[src/rtl/ppi_core.sv]
module ppi_core #(
  parameter logic [7:0] CFG_IDLE = 8'hFF
) (
  input  logic       clk,
  input  logic       rst_n,
  input  logic [1:0] addr,
  input  logic       wr_en,
  input  logic [7:0] wdata,
  output logic [7:0] rdata,
  input  logic [7:0] pa_in,
  input  logic [7:0] pb_in,
  input  logic [7:0] pc_in,
  output logic [7:0] pa_out,
  output logic [7:0] pb_out,
  output logic [7:0] pc_out,
  output logic [7:0] pa_oe,
  output logic [7:0] pb_oe,
  output logic [7:0] pc_oe,
  output logic [1:0] grp_a_mode,
  output logic       grp_b_mode
);
  localparam logic [1:0] OFS_A = 2'd0, OFS_B = 2'd1, OFS_C = 2'd2, OFS_CFG = 2'd3;

  logic [7:0] pa_q, pb_q, pc_q, cfg_rd_q;
  logic       a_in_q, b_in_q, chi_in_q, clo_in_q;
  logic [1:0] mode_a_q;
  logic       mode_b_q;
  logic       cfg_wr, mode_wr, bit_wr;

  assign cfg_wr  = wr_en && (addr == OFS_CFG);
  assign mode_wr = cfg_wr && wdata[7];
  assign bit_wr  = cfg_wr && !wdata[7];

  always_ff @(posedge clk or negedge rst_n) begin
    if (!rst_n) begin
      cfg_rd_q <= CFG_IDLE;
      a_in_q   <= 1'b1;
      b_in_q   <= 1'b1;
      chi_in_q <= 1'b1;
      clo_in_q <= 1'b1;
      mode_a_q <= 2'd0;
      mode_b_q <= 1'b0;
    end else if (mode_wr) begin
      cfg_rd_q <= wdata;
      mode_a_q <= wdata[6:5];
      a_in_q   <= wdata[4];
      chi_in_q <= wdata[3];
      mode_b_q <= wdata[2];
      b_in_q   <= wdata[1];
      clo_in_q <= wdata[0];
    end
  end

  always_ff @(posedge clk or negedge rst_n) begin
    if (!rst_n) begin
      pa_q <= '0;
      pb_q <= '0;
      pc_q <= '0;
    end else begin
      if (mode_wr) begin
        pa_q <= '0;
        pc_q <= '0;
      end else if (bit_wr) begin
        pc_q[wdata[3:1]] <= wdata[0];
      end
      if (wr_en && addr == OFS_A) pa_q <= wdata;
      if (wr_en && addr == OFS_B) pb_q <= wdata;
      if (wr_en && addr == OFS_C) pc_q <= wdata;
    end
  end

  assign pa_out = pa_q;
  assign pb_out = pb_q;
  assign pc_out = pc_q;
  assign pa_oe  = {8{~a_in_q}};
  assign pb_oe  = {8{~b_in_q}};
  assign pc_oe  = {{4{~chi_in_q}}, {4{~clo_in_q}}};
  assign grp_a_mode = mode_a_q;
  assign grp_b_mode = mode_b_q;

  always_comb begin
    case (addr)
      OFS_A:   rdata = a_in_q ? pa_in : pa_q;
      OFS_B:   rdata = b_in_q ? pb_in : pb_q;
      OFS_C:   rdata = {chi_in_q ? pc_in[7:4] : pc_q[7:4],
                        clo_in_q ? pc_in[3:0] : pc_q[3:0]};
      default: rdata = cfg_rd_q;
    endcase
  end

  p_mode_clears_r7: assert property (@(posedge clk) disable iff (!rst_n)
    (wr_en && addr == OFS_CFG && wdata[7]) |=> (pa_out == 8'h00 && pc_out == 8'h00 && $stable(pb_out)));

  p_bit_cmd_r8: assert property (@(posedge clk) disable iff (!rst_n)
    (wr_en && addr == OFS_CFG && !wdata[7]) |=> (pc_out[$past(wdata[3:1])] == $past(wdata[0])));

  p_bit_keeps_dir_r8: assert property (@(posedge clk) disable iff (!rst_n)
    (wr_en && addr == OFS_CFG && !wdata[7]) |=> ($stable(pa_oe) && $stable(pb_oe) && $stable(pc_oe) && $stable(cfg_rd_q)));

  p_port_write_r11: assert property (@(posedge clk) disable iff (!rst_n)
    (wr_en && addr == OFS_A) |=> (pa_out == $past(wdata)));

  p_mode_fields_r10: assert property (@(posedge clk) disable iff (!rst_n)
    (wr_en && addr == OFS_CFG && wdata[7]) |=> (grp_a_mode == $past(wdata[6:5]) && grp_b_mode == $past(wdata[2])));
endmodule

[config.mk]
export PLATFORM = sky130hd
export DESIGN_NAME = ppi_core
export DESIGN_NICKNAME = d
export VERILOG_FILES = /design/src/rtl/ppi_core.sv
export SDC_FILE = /design/constraint.sdc
export NUM_CORES = 1
export LEC_CHECK = 0
export ABC_AREA = 1
export BUFFER_PORTS_ARGS = -buffer_cell sky130_fd_sc_hd__buf_2
export CAP_MARGIN = 10
export CORE_MARGIN = 4
export CORE_UTILIZATION = 43
export DETAILED_ROUTE_END_ITERATION = 8
export PLACE_DENSITY = 0.73
export SYNTH_ARGS = -nofsm -noshare
export SYNTH_HDL_FRONTEND = slang
export SYNTH_SLANG_ARGS = --single-unit
[constraint.sdc]
create_clock -name clk -period 1.65 [get_ports clk]
set_input_delay 0.2475 -clock clk [delete_from_list [all_inputs] [get_ports clk]]
set_output_delay 0.2475 -clock clk [all_outputs]
set_load 0.03 [all_outputs]
# --- Yosys cells after proc, flatten, opt, wreduce, memory -nomap -nowiden ---
# Cells that the tools add are included.
# Widths: inputs -> output; s select.
totals:
  ff_bits: 39
  in_bits: 37
  wordCells: 43
op_classes:
  order_cmp: 2
  n_eq_ne: 3
  n_mux: 13
  bitwise: 4
  n_reduce_logical: 11
op_table:
  columns: ["operator", "n"]
  rows:
  - ["$mux 8", 7]
  - ["$pmux 8 s3", 1]
  - ["$bwmux 8", 1]
  - ["$mux 4", 2]
  - ["$logic_and 1x1->1", 7]
  - ["$eq 2x2->1 const B", 2]
  - ["$lt 3x4->1 const B", 1]
  - ["$not 1->1", 4]
  - ["$demux 1 s3", 1]
  - ["$ge 3x1->1 const B", 1]
  - ["$reduce_bool 3->1", 1]
  - ["$eq 2x1->1 const B", 1]
  - ["$logic_not 2->1", 1]
  - ["$reduce_bool 2->1", 1]
  - ["$logic_not 1->1", 1]
  - ["$mux 1", 1]

# --- Logic depth before layout (Yosys ltp) ---
# Gate-level depths: netlist of run 1.
logic_depth:
  ltp_word: 8
  mapped_depth: 8
  ltp_nobuf: 7

# --- Worst setup path after synthesis of run 1 ---
# Ideal clock, no wire load.
synth_path:
  kind: "register -> output"
  start: "register cfg_rd_q[1] (netlist name)"
  end: "output rdata[0]"
  t_arrival_ps: 1701
  required_time_ps: 1402
  slack_ps: -298
  path_stages_with_launch: 5
  path_buffers: 1
  cell_sequence: "dfstp_2 > buf_2 > clkinv_1 > o21ai_0 > nand4_1"
synth_lines:
  columns: ["element", "line", "source"]
  rows:
  - ["to (decl)", "9", "output logic [7:0] rdata,"]

==> impl_metrics.tcl, run 1 <==
set metrics [dict create \
    run_status "finished with violations" \
    violations "negative setup slack" \
    core_area_mm2 0.00511 \
    clkLatencyLatePin_ps 300 \
    cts_max_path_buffers 2 \
    rr_endpoint "cfg_rd_q[1]" \
    final.setup.tns_ps -1390 \
    antenna_found_initial 0 \
    cp_cell_sequence "clkinv_4, buf_6, o211ai_1, nand4_1, buf_6" \
    final_hold_viol_count 0 \
    syn-num-nets 339 \
    worstMarginPinSlew_ps 463 \
    ff2ff_setup_slack_ps 670 \
    synth-seq-area-share_pct 39.3 \
    finalNonFillerCells 457 \
    nNetsFinal 423 \
    cp-end-kind "output port" \
    dp_hpwl_mm 5.31 \
    io_pins 96 \
    clock-sinks 35 \
    drive_gt1_share_pct 36.7 \
    synthCells 302 \
    row_count 26 \
    syn_area_mm2 0.00225 \
    ys_warn_count 0 \
    syn_area_per_cell_um2 7.47 \
    grt_first_pass_wirelength_mm 11.1 \
    root_buffer "clkbuf_8" \
    wl_mm 6.97 \
    die_w_um 80.4 \
    finalSetupViolations 8 \
    h-tree-depth 2 \
    slowest_stage "dfstp_2" \
    r2r_cells 3 \
    worstHoldStart "wdata[5]" \
    start_util_pct 44.1 \
    period_needed_ps 1850 \
    hold_end "cfg_rd_q[5]" \
    cpMostUsedCell "buf_6" \
    viasPerCell 5.24 \
    pwr_density_cell_mw_per_mm2 1120 \
    cts_tree "done" \
    drc_errors 0 \
    relSlewSlack_pct 69.1 \
    num_antenna_cells 0 \
    drtIter0Drc 203 \
    cp-start-kind "register" \
    drv_slew 0 \
    io_buffers 95 \
    power.leakage_nw 1.52 \
    period_share_pct 112 \
    skew_ps 0 \
    grt_max_degree 19 \
    cp_max_fo 6 \
    grt_overflow 0 \
    dp_slack_ps 45.9 \
    clkSlewWorstSetupHoldPaths_ps 80 \
    fmax_mhz 540 \
    ant_nets 0 \
    grt_pass1_vias 2244 \
    min_path_type "in -> reg" \
    required_ps 1400 \
    reg2reg_from "cfg_rd_q[1]" \
    routabilityCongestion 0.901 \
    grt_use_total_pct 22.5 \
    setup.worst_path.class "reg -> out" \
    synth-seq-cells 35 \
    routedWlPerCell_um 15.2 \
    area_growth_pct 27.6 \
    dp.cells 444 \
    crit_arrival_ps 1610 \
    cap_viol_max_count 0 \
    worst_ir_drop_vdd_v 0.000487 \
    rsz0062_at_grt "true" \
    hold_depth 3 \
    firstDrtPassIters 5 \
    dieArea_mm2 0.00647 \
    synthDistinctLibCells 27 \
    vias 2393 \
    setup_ws_ps -203 \
    die_h_um 80.4 \
    max_stage_delay_ps 570 \
    fillers 479 \
    numCtsBuffers 5 \
]
## how the worst max path moves through the flow
stage	from	cells after the start	slack, ps	endpoint
floorplan	cfg_rd_q[4]	4	20	rdata[0]
global placement	addr[0]	7	50	rdata[2]
detailed placement	cfg_rd_q[4]	6	50	rdata[0]
CTS	cfg_rd_q[4]	5	-180	rdata[3]
global route	cfg_rd_q[4]	5	-310	rdata[7]
finish	cfg_rd_q[4]	5	-200	rdata[2]
## placed cells by master, fill, tap and decap left out, types with 2 or more instances in the layout
cell type,synthesis,routed
buf_2,7,87
nand2_1,76,76
nor2_1,39,39
o21ai_0,32,27
dfrtp_1,27,27
inv_1,18,17
o211ai_1,16,16
nand3_1,12,12
buf_4,22,10
nand4_1,9,9
buf_6,3,9
o21ai_1,3,8
o22ai_1,8,8
dfstp_2,8,8
clkbuf_8,0,5
inv_2,3,4
clkinv_4,1,3
nand2_2,3,3
o21bai_1,3,3
nand3_2,2,2
clkinvlp_4,0,2
buf_12,0,2
## critical path: cells and delay by family, from the launching register on
kind                   cells  cell delay, ps
AND/OR/NAND/NOR            1             170
flip-flops                 1             570
AO/OA/AOI/OAI              1             180
buffers and inverters      3             370
## metrics by stage
step | instance area (um2) | hold WS (ps) | utilization [%] | power [W]
2_1_floorplan | 2270 | -48.1 | - | 0.00215
3_3_place_gp | 2680 | 224 | 52.5 | 0.00246
3_5_place_dp | 2680 | 230 | 52.5 | 0.00247
4_1_cts | 2870 | 204 | 56.2 | 0.00322
5_1_grt | 2880 | 219 | 56.3 | 0.00340
6_report | 2880 | 205 | 56.3 | 0.00322
## state kept, by name, summed over array words and instances, names as in the netlist
signal	count
cfg_rd_q	8
pa_out	8
pb_out	8
pc_out	8
grp_a_mode	2
grp_b_mode	1
## cell families (layout without fill, tap and decap cells)
family,Yosys count,count (layout),share of synthesized area [%]
simple gates,145,145,28.1
compound gates,65,65,17.8
buf+inv,57,142,14.8
flops,35,35,39.3
## synthesized netlist by cell type
master     n  area share (%)
a21oi_1    1            0.22
buf_2      7             1.6
buf_4     22             7.3
buf_6      3             1.5
clkinv_1   3            0.50
clkinv_4   1            0.39
dfrtp_1   27              30
dfstp_2    8             9.3
inv_1     18             3.0
inv_2      3            0.50
nand2_1   76              13
nand2_2    3            0.83
nand3_1   12             2.7
nand3_2    2            0.89
nand3_4    1            0.78
nand4_1    9             2.5
nand4_2    1            0.55
nor2_1    39             6.5
nor2_4     1            0.50
o211ai_1  16             5.3
o211ai_4   1            0.94
o21ai_0   32             7.1
o21ai_1    3            0.67
o21bai_1   3             1.0
o22ai_1    8             2.2
o31ai_1    1            0.33
or2_2      1            0.28
## what timing repair did
item	CTS	global route
pin swaps	3	6
endpoints found under the hold margin	12	0
cloned	0	0
endpoints found under the setup margin	8	8
buffers inserted	4	0
hold buffers	1	0
gates resized for setup	23	3
## where the power goes
part | total [W] | switching (W) | internal [W]
sequential | 0.00112 | 0.000107 | 0.00101
combinational | 0.00145 | 0.000981 | 0.000467
clock | 0.000660 | 0.000358 | 0.000302
## area by class of cell
| class | count | area [um2] | area share, % |
|---|---|---|---|
| flip-flops and latches | 35 | 886 | 30.8 |
| inverters | 25 | 109 | 3.78 |
| multi-input cells | 210 | 1040 | 36.2 |
| clock buffers | 5 | 68.8 | 2.39 |
| repair buffers | 109 | 662 | 23.0 |
| well taps | 70 | 87.6 | 3.04 |
| clock inverters | 3 | 23.8 | 0.826 |
## metal layers
| metal | part of all wire (%) | wire length, um | track usage (%) | up-vias |
|---|---|---|---|---|
| met1 | 43 | 3030 | 30.9 | 1113 |
| met4 | 1.6 | 114 | 6.59 | 0 |
| met3 | 9.2 | 639 | 4.48 | 10 |
| li1 | - | - | - | 1156 |
| met5 | 0 | 0 | 0 | - |
| met2 | 46 | 3180 | 35.7 | 114 |
(Power assumes the default switching activity.)
==> run 2: changes to the inputs <==
--- a/config.mk
+++ b/config.mk
@@ -11,7 +11,7 @@
 export CORE_MARGIN = 4
 export CORE_UTILIZATION = 43
 export DETAILED_ROUTE_END_ITERATION = 8
-export PLACE_DENSITY = 0.73
+export PLACE_DENSITY = 0.72
 export SYNTH_ARGS = -nofsm -noshare
 export SYNTH_HDL_FRONTEND = slang
 export SYNTH_SLANG_ARGS = --single-unit
==> impl_metrics.tcl, run 2 (synthesis results as in run 1) <==
set metrics [dict create \
    dp_slack_ps 18.5 \
    firstDrtPassIters 4 \
    clkSlewWorstSetupHoldPaths_ps 70 \
    period_share_pct 113 \
    rsz0062_at_grt "true" \
    vias 2310 \
    required_ps 1400 \
    cp-start-kind "register" \
    power_frac_comb_pct 45.1 \
    multi_input_area_mm2 0.00104 \
    p_sw_w 0.00140 \
    grt_first_pass_wirelength_mm 10.7 \
    nNetsFinal 422 \
    final_core_util_pct 56.0 \
    power.leakage_nw 1.52 \
    numCtsBuffers 5 \
    skew_ps 0 \
    clkPwrFrac_pct 20.1 \
    max_stage_delay_ps 560 \
    root_buffer "clkbuf_8" \
    viasPerCell 5.08 \
    seqCellArea_um2 886 \
    io_pins 96 \
    fmax_mhz 535 \
    crit_arrival_ps 1620 \
    grt_max_degree 36 \
    cts_max_path_buffers 2 \
    num_antenna_cells 0 \
    run_status "finished with violations" \
    clock-sinks 35 \
    drtIter0Drc 191 \
    setup.worst_path.class "reg -> out" \
    antenna_found_initial 0 \
    finalNonFillerCells 455 \
    swShare_pct 43.8 \
    pwr_density_cell_mw_per_mm2 1120 \
    layout_common_cells "87 x buf_2, 76 x nand2_1, 39 x nor2_1" \
    violations "negative setup slack" \
    dp.cells 442 \
    cap_viol_max_count 0 \
    grt_overflow 0 \
    cts_tree "done" \
    drv_slew 0 \
    start_util_pct 44.1 \
    setup_ws_ps -219 \
    cp_cell_sequence "clkinv_4, o211ai_1, nand2_1, o21bai_1, buf_4" \
    area_growth_pct 26.9 \
    worstMarginPinSlew_ps 402 \
    intPower_w 0.00180 \
    worst_ir_drop_vdd_v 0.000609 \
    routedWlPerCell_um 15.1 \
    grt_use_total_pct 21.9 \
    final_common_cell "buf_2" \
    grt_pass1_vias 2166 \
    io_buffers 95 \
    core_area_mm2 0.00511 \
    cp_max_fo 3 \
    dp_hpwl_mm 5.24 \
    finalSetupViolations 8 \
    period_needed_ps 1870 \
    wl_mm 6.89 \
    routabilityCongestion 0.897 \
    cp-end-kind "output port" \
    ant_nets 0 \
    die_w_um 80.4 \
    drive_gt1_share_pct 36.9 \
    final_hold_viol_count 0 \
    drc_errors 0 \
    clkLatencyLatePin_ps 290 \
    row_count 26 \
    pwr-share-seq_pct 34.8 \
    die_h_um 80.4 \
    h-tree-depth 2 \
    min_path_type "in -> reg" \
    relSlewSlack_pct 73.1 \
    fillers 519 \
    slowest_stage "dfstp_2" \
    dieArea_mm2 0.00647 \
]
[run 2: final timing paths]
kind                       slack, ps  depth (start not counted)           to        start
hold reg to reg                  470                          2  cfg_rd_q[2]  cfg_rd_q[2]
max in group asynchronous        950                          3  cfg_rd_q[5]        rst_n
setup / recovery                -220                          5     rdata[1]  cfg_rd_q[4]
min in group asynchronous        440                          3    pc_out[1]        rst_n
setup reg to reg                 730                          3  cfg_rd_q[1]  cfg_rd_q[1]
hold / removal                   230                          3  cfg_rd_q[5]     wdata[5]
[run 2: power groups by stage]
| stage | sequential, W | clock, W | combinational [W] |
|---|---|---|---|
| floorplan | 0.00129 | 0 | 0.000857 |
| global placement | 0.00113 | 0 | 0.00132 |
| detailed placement | 0.00113 | 0 | 0.00133 |
| CTS | 0.00111 | 0.000651 | 0.00144 |
| global route | 0.00113 | 0.000697 | 0.00156 |
| finish | 0.00111 | 0.000643 | 0.00144 |
[run 2: final cells by class]
class | instances | area share [%]
Clock inverter | 1 | 0.175
Multi-Input combinational cell | 210 | 36.5
Tap cell | 70 | 3.06
Timing Repair Buffer | 108 | 22.6
Clock buffer | 6 | 2.89
Inverter | 25 | 3.80
Sequential cell | 35 | 31.0
[run 2: through the flow]
step	cell area [um2]	hold WS, ps	total power, W	TNS [ps]
after floorplan	2270	-48.1	0.00215	0
after global placement	2670	222	0.00245	0
after detailed placement	2670	224	0.00247	0
after CTS	2850	220	0.00321	-1200
after global routing	2860	245	0.00338	-1690
final	2860	226	0.00320	-1260
[run 2: critical path, delay by kind of cell (launching register included)]
kind / cells / cell delay, ps
flip-flops: 1 / 560
buffers and inverters: 2 / 240
AO/OA/AOI/OAI: 2 / 430
AND/OR/NAND/NOR: 1 / 100
[run 2: routing by layer]
metal / track usage [%] / up-vias / part of all wire (%)
met5: 0 / - / 0
li1: - / 1155 / -
met1: 30.1 / 1055 / 45
met2: 34.0 / 86 / 44
met4: 8.61 / 0 / 2.7
met3: 4.15 / 14 / 8.4
[run 2: repair_timing]
| action | in CTS | in global routing |
|---|---|---|
| setup endpoints to repair | 8 | 8 |
| hold buffers | 1 | 0 |
| resized for setup | 25 | 3 |
| setup buffers | 5 | 0 |
| hold endpoints to repair | 27 | 0 |
| pin swaps | 3 | 3 |
